### src/rtl/fsr_pkg.sv
package fsr_pkg;

    typedef enum logic [1:0] {
        RUN_IDLE  = 2'd0,
        RUN_PROG  = 2'd1,
        RUN_ERASE = 2'd2
    } run_e;

    typedef enum logic [1:0] {
        RES_NONE   = 2'd0,
        RES_ACCEPT = 2'd1,
        RES_ABORT  = 2'd2,
        RES_IGNORE = 2'd3
    } res_e;

    typedef enum logic [2:0] {
        CMD_OTHER,
        CMD_WREN,
        CMD_WRDI,
        CMD_PROG,
        CMD_ERASE,
        CMD_WRSR,
        CMD_SUSP,
        CMD_RSM
    } cmd_e;

endpackage

### src/rtl/fsr_cmd_decode.sv
module fsr_cmd_decode
    import fsr_pkg::*;
#(
    parameter int          BITS_W   = 6,
    parameter logic [7:0]  OP_SUSP  = 8'h75,
    parameter logic [7:0]  OP_RSM   = 8'h7A,
    parameter logic [7:0]  OP_WREN  = 8'h06,
    parameter logic [7:0]  OP_WRDI  = 8'h04,
    parameter logic [7:0]  OP_PROG  = 8'h02,
    parameter logic [7:0]  OP_ERASE = 8'h20,
    parameter logic [7:0]  OP_WRSR  = 8'h01
) (
    input  logic [7:0]        op,
    input  logic [BITS_W-1:0] bits,
    output cmd_e              kind,
    output logic              frame_ok
);

    // A full opcode byte and release on a byte boundary
    always_comb begin
        frame_ok = (bits != '0) && (bits[2:0] == 3'b000);
    end

    always_comb begin
        kind = CMD_OTHER;
        if      (op == OP_SUSP)  kind = CMD_SUSP;
        else if (op == OP_RSM)   kind = CMD_RSM;
        else if (op == OP_WREN)  kind = CMD_WREN;
        else if (op == OP_WRDI)  kind = CMD_WRDI;
        else if (op == OP_PROG)  kind = CMD_PROG;
        else if (op == OP_ERASE) kind = CMD_ERASE;
        else if (op == OP_WRSR)  kind = CMD_WRSR;
    end

endmodule

### src/rtl/fsr_window.sv
module fsr_window #(
    parameter int ADDR_W = 24,
    parameter int WIN    = 256
) (
    input  logic [ADDR_W-1:0] addr,
    input  logic [ADDR_W-1:0] base_src,
    output logic              hit
);

    localparam logic [ADDR_W-1:0] MASK = ADDR_W'(WIN - 1);
    localparam logic [ADDR_W-1:0] SPAN = ADDR_W'(WIN);

    logic [ADDR_W-1:0] base;
    logic [ADDR_W-1:0] off;

    // Region base is the aligned start of the window holding base_src
    always_comb begin
        base = base_src & ~MASK;
        off  = addr - base;
        hit  = (addr >= base) && (off < SPAN);
    end

endmodule

### src/rtl/flash_susp_ctrl.sv
module flash_susp_ctrl
    import fsr_pkg::*;
#(
    parameter int          ADDR_W     = 24,
    parameter int          BITS_W     = 6,
    parameter int          PAGE_BYTES = 256,
    parameter int          BLK_BYTES  = 4096,
    parameter int          PROG_CYC   = 20,
    parameter int          ERASE_CYC  = 40,
    parameter int          RSM_GUARD  = 4,
    parameter logic [7:0]  OP_SUSP    = 8'h75,
    parameter logic [7:0]  OP_RSM     = 8'h7A,
    parameter logic [7:0]  OP_WREN    = 8'h06,
    parameter logic [7:0]  OP_WRDI    = 8'h04,
    parameter logic [7:0]  OP_PROG    = 8'h02,
    parameter logic [7:0]  OP_ERASE   = 8'h20,
    parameter logic [7:0]  OP_WRSR    = 8'h01
) (
    input  logic              clk,
    input  logic              rst_n,
    input  logic              cmd_valid,
    input  logic [7:0]        cmd_op,
    input  logic [BITS_W-1:0] cmd_bits,
    input  logic [ADDR_W-1:0] cmd_addr,
    input  logic              rd_en,
    input  logic [ADDR_W-1:0] rd_addr,
    output logic              st_busy,
    output logic              st_wel,
    output logic              st_psus,
    output logic              st_esus,
    output logic              st_sus,
    output logic [1:0]        cmd_res,
    output logic              rd_undef
);

    localparam int MAX_CYC = (PROG_CYC > ERASE_CYC) ? PROG_CYC : ERASE_CYC;
    localparam int CNT_W   = $clog2(MAX_CYC + 1);
    localparam int GRD_W   = (RSM_GUARD > 0) ? $clog2(RSM_GUARD + 1) : 1;
    localparam int NLOOK   = 4;
    // lookup slots: 0 read/page of program suspend, 1 read/erase block,
    //               2 command/erase block, 3 command/block of program page
    localparam int LK_RD_PPAGE = 0;
    localparam int LK_RD_EBLK  = 1;
    localparam int LK_CM_EBLK  = 2;
    localparam int LK_CM_PBLK  = 3;

    typedef struct packed {
        run_e              run;
        logic [CNT_W-1:0]  cnt;
        logic [ADDR_W-1:0] cur;
        logic              ps;
        logic              es;
        logic [CNT_W-1:0]  prem;
        logic [CNT_W-1:0]  erem;
        logic [ADDR_W-1:0] pa;
        logic [ADDR_W-1:0] ea;
        logic              wel;
        logic [GRD_W-1:0]  grd;
        res_e              res;
    } st_t;

    st_t  st_d, st_q;
    cmd_e kind;
    logic frame_ok;
    logic halt;
    logic [NLOOK-1:0] lk_hit;

    fsr_cmd_decode #(
        .BITS_W   (BITS_W),
        .OP_SUSP  (OP_SUSP),
        .OP_RSM   (OP_RSM),
        .OP_WREN  (OP_WREN),
        .OP_WRDI  (OP_WRDI),
        .OP_PROG  (OP_PROG),
        .OP_ERASE (OP_ERASE),
        .OP_WRSR  (OP_WRSR)
    ) u_dec (
        .op       (cmd_op),
        .bits     (cmd_bits),
        .kind     (kind),
        .frame_ok (frame_ok)
    );

    for (genvar gi = 0; gi < NLOOK; gi++) begin : g_look
        localparam int WIN = (gi == LK_RD_PPAGE) ? PAGE_BYTES : BLK_BYTES;
        logic [ADDR_W-1:0] a_sel;
        logic [ADDR_W-1:0] r_sel;
        always_comb begin
            a_sel = (gi < 2) ? rd_addr : cmd_addr;
            r_sel = (gi == LK_RD_EBLK || gi == LK_CM_EBLK) ? st_q.ea : st_q.pa;
        end
        fsr_window #(
            .ADDR_W (ADDR_W),
            .WIN    (WIN)
        ) u_win (
            .addr     (a_sel),
            .base_src (r_sel),
            .hit      (lk_hit[gi])
        );
    end

    always_comb begin
        st_d     = st_q;
        st_d.res = RES_NONE;
        halt     = 1'b0;
        if (st_q.grd != '0) begin
            st_d.grd = st_q.grd - 1'b1;
        end

        if (cmd_valid) begin
            st_d.res = RES_IGNORE;
            if (frame_ok) begin
                case (kind)
                    CMD_SUSP: begin
                        if (st_q.run != RUN_IDLE && st_q.grd == '0) begin
                            halt     = 1'b1;
                            st_d.run = RUN_IDLE;
                            st_d.cnt = '0;
                            st_d.res = RES_ACCEPT;
                            if (st_q.run == RUN_PROG) begin
                                st_d.ps   = 1'b1;
                                st_d.prem = st_q.cnt;
                                st_d.pa   = st_q.cur;
                            end else begin
                                st_d.es   = 1'b1;
                                st_d.erem = st_q.cnt;
                                st_d.ea   = st_q.cur;
                            end
                        end
                    end
                    CMD_RSM: begin
                        if ((st_q.ps || st_q.es) && st_q.run == RUN_IDLE) begin
                            st_d.res = RES_ACCEPT;
                            st_d.grd = GRD_W'(RSM_GUARD);
                            if (st_q.ps) begin
                                st_d.ps  = 1'b0;
                                st_d.run = RUN_PROG;
                                st_d.cnt = st_q.prem;
                                st_d.cur = st_q.pa;
                            end else begin
                                st_d.es  = 1'b0;
                                st_d.run = RUN_ERASE;
                                st_d.cnt = st_q.erem;
                                st_d.cur = st_q.ea;
                            end
                        end
                    end
                    CMD_WREN: begin
                        if (st_q.run == RUN_IDLE) begin
                            st_d.wel = 1'b1;
                            st_d.res = RES_ACCEPT;
                        end
                    end
                    CMD_WRDI: begin
                        if (st_q.run == RUN_IDLE) begin
                            st_d.wel = 1'b0;
                            st_d.res = RES_ACCEPT;
                        end
                    end
                    CMD_PROG: begin
                        if (st_q.run != RUN_IDLE) begin
                            st_d.res = RES_IGNORE;
                        end else if (st_q.es && lk_hit[LK_CM_EBLK]) begin
                            st_d.wel = 1'b0;
                            st_d.res = RES_ABORT;
                        end else if (st_q.ps || !st_q.wel) begin
                            st_d.res = RES_IGNORE;
                        end else begin
                            st_d.run = RUN_PROG;
                            st_d.cnt = CNT_W'(PROG_CYC);
                            st_d.cur = cmd_addr;
                            st_d.wel = 1'b0;
                            st_d.res = RES_ACCEPT;
                        end
                    end
                    CMD_ERASE: begin
                        if (st_q.run != RUN_IDLE) begin
                            st_d.res = RES_IGNORE;
                        end else if (st_q.ps && lk_hit[LK_CM_PBLK]) begin
                            st_d.wel = 1'b0;
                            st_d.res = RES_ABORT;
                        end else if (st_q.ps || st_q.es || !st_q.wel) begin
                            st_d.res = RES_IGNORE;
                        end else begin
                            st_d.run = RUN_ERASE;
                            st_d.cnt = CNT_W'(ERASE_CYC);
                            st_d.cur = cmd_addr;
                            st_d.wel = 1'b0;
                            st_d.res = RES_ACCEPT;
                        end
                    end
                    CMD_WRSR: begin
                        if (st_q.run == RUN_IDLE && !st_q.ps && !st_q.es && st_q.wel) begin
                            st_d.wel = 1'b0;
                            st_d.res = RES_ACCEPT;
                        end
                    end
                    default: st_d.res = RES_IGNORE;
                endcase
            end
        end

        // engine step: a command sees the pre-edge state, suspend wins over completion
        if (st_q.run != RUN_IDLE && !halt) begin
            if (st_q.cnt <= CNT_W'(1)) begin
                st_d.run = RUN_IDLE;
                st_d.cnt = '0;
            end else begin
                st_d.cnt = st_q.cnt - 1'b1;
            end
        end
    end

    always_ff @(posedge clk) begin
        if (!rst_n) begin
            st_q <= '0;
        end else begin
            st_q <= st_d;
        end
    end

    always_comb begin
        st_busy  = (st_q.run != RUN_IDLE);
        st_wel   = st_q.wel;
        st_psus  = st_q.ps;
        st_esus  = st_q.es;
        st_sus   = st_q.ps | st_q.es;
        cmd_res  = st_q.res;
        rd_undef = rd_en && ((st_q.ps && lk_hit[LK_RD_PPAGE]) ||
                             (st_q.es && lk_hit[LK_RD_EBLK]));
    end

    AST_BAD_FRAME: assert property (@(posedge clk) disable iff (!rst_n)
        (cmd_valid && !frame_ok) |=> ($stable(st_psus) && $stable(st_esus) && $stable(st_wel)));

    AST_SUSP_TAKE: assert property (@(posedge clk) disable iff (!rst_n)
        (cmd_valid && frame_ok && kind == CMD_SUSP && st_busy && st_q.grd == '0)
        |=> (!st_busy && st_sus));

    AST_RSM_TAKE: assert property (@(posedge clk) disable iff (!rst_n)
        (cmd_valid && frame_ok && kind == CMD_RSM && st_sus && !st_busy) |=> st_busy);

    AST_NEST_PFIRST: assert property (@(posedge clk) disable iff (!rst_n)
        (cmd_valid && frame_ok && kind == CMD_RSM && st_psus && st_esus && !st_busy)
        |=> (!st_psus && st_esus));

    AST_ABORT_WEL: assert property (@(posedge clk) disable iff (!rst_n)
        (cmd_res == RES_ABORT) |-> !st_wel);

    AST_WRSR_SUS: assert property (@(posedge clk) disable iff (!rst_n)
        (cmd_valid && kind == CMD_WRSR && st_sus) |=> ($stable(st_wel) && cmd_res == RES_IGNORE));

    AST_GUARD_HOLD: assert property (@(posedge clk) disable iff (!rst_n)
        (cmd_valid && frame_ok && kind == CMD_SUSP && st_busy && st_q.grd != '0 && st_q.cnt > CNT_W'(1))
        |=> (st_busy && !$rose(st_sus)));

    AST_RD_QUIET: assert property (@(posedge clk) disable iff (!rst_n)
        (!st_sus) |-> !rd_undef);

endmodule

### config.mk
export PLATFORM = sky130hd
export DESIGN_NAME = flash_susp_ctrl
export DESIGN_NICKNAME = d
export VERILOG_FILES = /design/src/rtl/fsr_pkg.sv /design/src/rtl/fsr_cmd_decode.sv /design/src/rtl/fsr_window.sv /design/src/rtl/flash_susp_ctrl.sv
export SDC_FILE = /design/constraint.sdc
export NUM_CORES = 1
export LEC_CHECK = 0
export BUFFER_PORTS_ARGS = -buffer_cell sky130_fd_sc_hd__buf_2
export CORE_UTILIZATION = 54
export CTS_CLUSTER_SIZE = 28
export DETAILED_ROUTE_END_ITERATION = 6
export PLACE_DENSITY = 0.77
export SLEW_MARGIN = 20
export SYNTH_ARGS = -nofsm -noshare
export SYNTH_HDL_FRONTEND = slang
export SYNTH_SLANG_ARGS = --single-unit
### constraint.sdc
create_clock -name clk -period 3.1 [get_ports clk]
set_input_delay 0.62 -clock clk [delete_from_list [all_inputs] [get_ports clk]]
set_output_delay 0.62 -clock clk [all_outputs]
set_load 0.01 [all_outputs]
==> results_dict.tcl <==
set metrics [dict create \
    drt_drc_violations_left 0 \
    max_stage_delay_ns 0.33 \
    viasPerCell 6.00 \
    synth-edff-count 0 \
    hold_viol_final 0 \
    cts_made_buffers 9 \
    vias 6911 \
    p_leak_uw 0.00316 \
    rows 39 \
    worstPathMaxFanout 3 \
    netlist_area_sq_um 6380 \
    worstHoldPathType "flip-flop to flip-flop" \
    crit_family "compound AO/OA/AOI/OAI gates" \
    ys_warn_count 0 \
    yosys_register_bits 76 \
    cp.arrival_ns 2.92 \
    violations "negative setup slack" \
    r2r.worst_path.cells 12 \
    synth_top_area_share_pct 23.8 \
    rsz0062_at_grt "true" \
    wl_per_cell_microns 16.6 \
    dp_hpwl_microns 14000 \
    diodes 0 \
    r2r_slack_ns 0.12 \
    dieArea_sq_um 12300 \
    yosysTopAreaCell "dfxtp_1" \
    synth_area_leaders "dfxtp_1, ha_1, a21oi_1, nand2_1, o21ai_0" \
    max_slew.worst_pin.slew_ns 0.894 \
    fin_ws_ns -0.438 \
    cts_root_buffer "clkbuf_16" \
    io_pins 74 \
    reg2reg_from "g_look[1].r_sel[13]$_SDFFE_PN0P_" \
    clkTransAtPathRegs_ns 0.06 \
    synth_area_per_cell_sq_um 7.39 \
    initial_core_util_pct 55.7 \
    end_kind "primary output" \
    finalClockSkew_ns 0.00699 \
    synth_cells 864 \
    synth_nets 986 \
    gp_congestion 0.923 \
    grt-ovfl-total 0 \
    run_status "finished with violations" \
    insertion_delay_ns 0.34 \
    worstSetupPathType "input pin to primary output" \
    grt_pass1_wl_microns 30700 \
    syn2layout_area_growth_pct 25.3 \
    fmax_mhz 283 \
    drt-total-wl_microns 19100 \
    cellPowerDensity_nw_per_um2 332 \
    max_slew_margin_pct 40.3 \
    crit_buf_inv 2 \
    cp.required_ns 2.48 \
    hold_path_depth 2 \
    synth.distinct_cells 77 \
    crit_chain "buf_6, ha_4, nor2b_4, o31a_1, o31ai_4, a21oi_2, a21oi_2, mux2_4, a211oi_2, a41o_1, buf_2" \
    grt_usage_pct 30.5 \
    critPathLaunch "rd_addr[9]" \
    min_period_ns 3.54 \
    antenna_found_initial 1 \
    fin_nets 1125 \
    ys.flop_type "dfxtp_1" \
    drv_slew 0 \
    r2r_end "cmd_res[1]$_SDFF_PN0_" \
    htree_levels 3 \
    final_core_util_pct 69.7 \
    die_h_microns 111 \
    seq_area_frac_synth_pct 23.8 \
    setup.worst_path.start_class "input pin" \
    finalSetupViolCount 1 \
    mostFrequentLayoutCells "nand2_1, buf_4, a21oi_1" \
    cp_slowest_cell "o31ai_4" \
    holdPathEnd "st_q[63]$_SDFFE_PN0P_" \
    grt_pass1_vias 6365 \
    tritoncts "yes" \
    cap_violations 0 \
    drive_above_1_share_pct 24.7 \
    mostFrequentLayoutCell "nand2_1" \
    drtIter0Drc 650 \
    min_from "st_q[63]$_SDFFE_PN0P_" \
    ir_drop_mv 0.319 \
    first_pass_iters 6 \
    antenna_left 0 \
    clockBufferDepth 2 \
    async_flop_share_pct 0 \
    ctsHoldBuffers 0 \
    grt_max_degree 54 \
    finalPower_uw 2660 \
    die_w_microns 111 \
    core-area_sq_um 11500 \
    io_buffers 65 \
    fin_crit_sh_pct 114 \
    clock_sinks 76 \
    crit_top_cell "a21oi_2" \
]
==> tightest hold or removal path, cell delays in order, from the launching register on <==
cell and delay, ns:
dfxtp_1 0.31, nand2_1 0.05, a21oi_1 0.05
==> stage by stage <==
stage	hold WS (ns)	setup TNS, ns	setup slack, ns	std cells	cell area (sq um)
2_1_floorplan	0.436	-0.0865	-0.0865	864	6470
3_3_place_gp	0.442	-3.18	-0.453	1130	7550
3_5_place_dp	0.450	-3.65	-0.480	1130	7550
4_1_cts	0.460	-0.402	-0.402	1150	7930
5_1_grt	0.477	-0.546	-0.546	1151	8000
6_report	0.457	-0.438	-0.438	1151	8000
==> flip-flops by register name, indices dropped and copies added, names as in the netlist <==
name          count
st_q             39
g_look.r_sel     32
st_psus           1
st_esus           1
cmd_res           2
st_wel            1
==> metal layers <==
layer / vias up / share of wire, % / GRT usage [%]
met5: - / 0 / 0
met3: 42 / 7.1 / 4.37
met2: 290 / 46 / 49.1
met4: 0 / 3.0 / 10.9
met1: 3152 / 44 / 41.6
li1: 3427 / - / -
==> power breakdown <==
group          internal, uW  total, uW  switching, uW
Sequential              994       1000           7.57
Combinational           272        580            309
Clock                   635       1070            439
Total                  1900       2660            756
==> cell families (layout without fill, tap and decap cells) <==
kind of cell / Yosys count / after routing / share of synthesized area, %
compound gates: 293 / 293 / 29.8
mux: 8 / 8 / 1.33
simple gates: 312 / 312 / 24.5
buf+inv: 97 / 241 / 6.59
fa+ha+maj: 56 / 56 / 11.0
xor+xnor: 22 / 22 / 3.02
flops: 76 / 76 / 23.8
==> worst max-delay path by stage <==
stage               end  slack (ns)  cells after the start
5_1_grt        rd_undef       -0.55                     11
4_1_cts        rd_undef       -0.40                     10
3_3_place_gp   rd_undef       -0.45                     10
2_1_floorplan  rd_undef       -0.09                      9
3_5_place_dp   rd_undef       -0.48                     10
6_report       rd_undef       -0.44                     11
==> layout make-up <==
cell class                 count  area [sq um]
clock buffer                   9           225
clock inverter                 7          82.6
fill                         951          3470
inverter                      51           191
multi-input combinational    691          4620
sequential                    76          1520
tap                          143           179
timing repair buffer         174          1170
==> Yosys cell counts, types with 3 or more instances <==
library cell  instances
nand2_1             125
a21oi_1              97
dfxtp_1              76
ha_1                 56
inv_1                49
o21ai_0              49
nor2_1               41
clkbuf_1             35
a31oi_1              25
o31ai_1              24
a22oi_1              23
nor3_1               22
or2_2                21
nand3_1              19
o21a_1               16
xnor2_1              12
nand4_1              11
a211oi_1             10
xor2_1               10
nand2b_1              9
nor2b_1               9
or3_1                 9
and3_1                7
buf_6                 6
nor4_1                6
o2111ai_1             6
and2_1                5
o211ai_1              5
mux2_2                4
mux2i_1               4
o22a_1                4
a2111oi_0             3
a21o_1                3
and2_0                3
buf_2                 3
nand3b_1              3
nand4b_1              3
==> timing repair <==
item | 4_1_cts | 5_1_grt
hold endpoints to repair | 0 | 0
buffers inserted | 4 | 1
pin swaps | 8 | 8
endpoints found under the setup margin | 1 | 22
resized for setup | 9 | 12
Power figures use the tool's default switching activity.
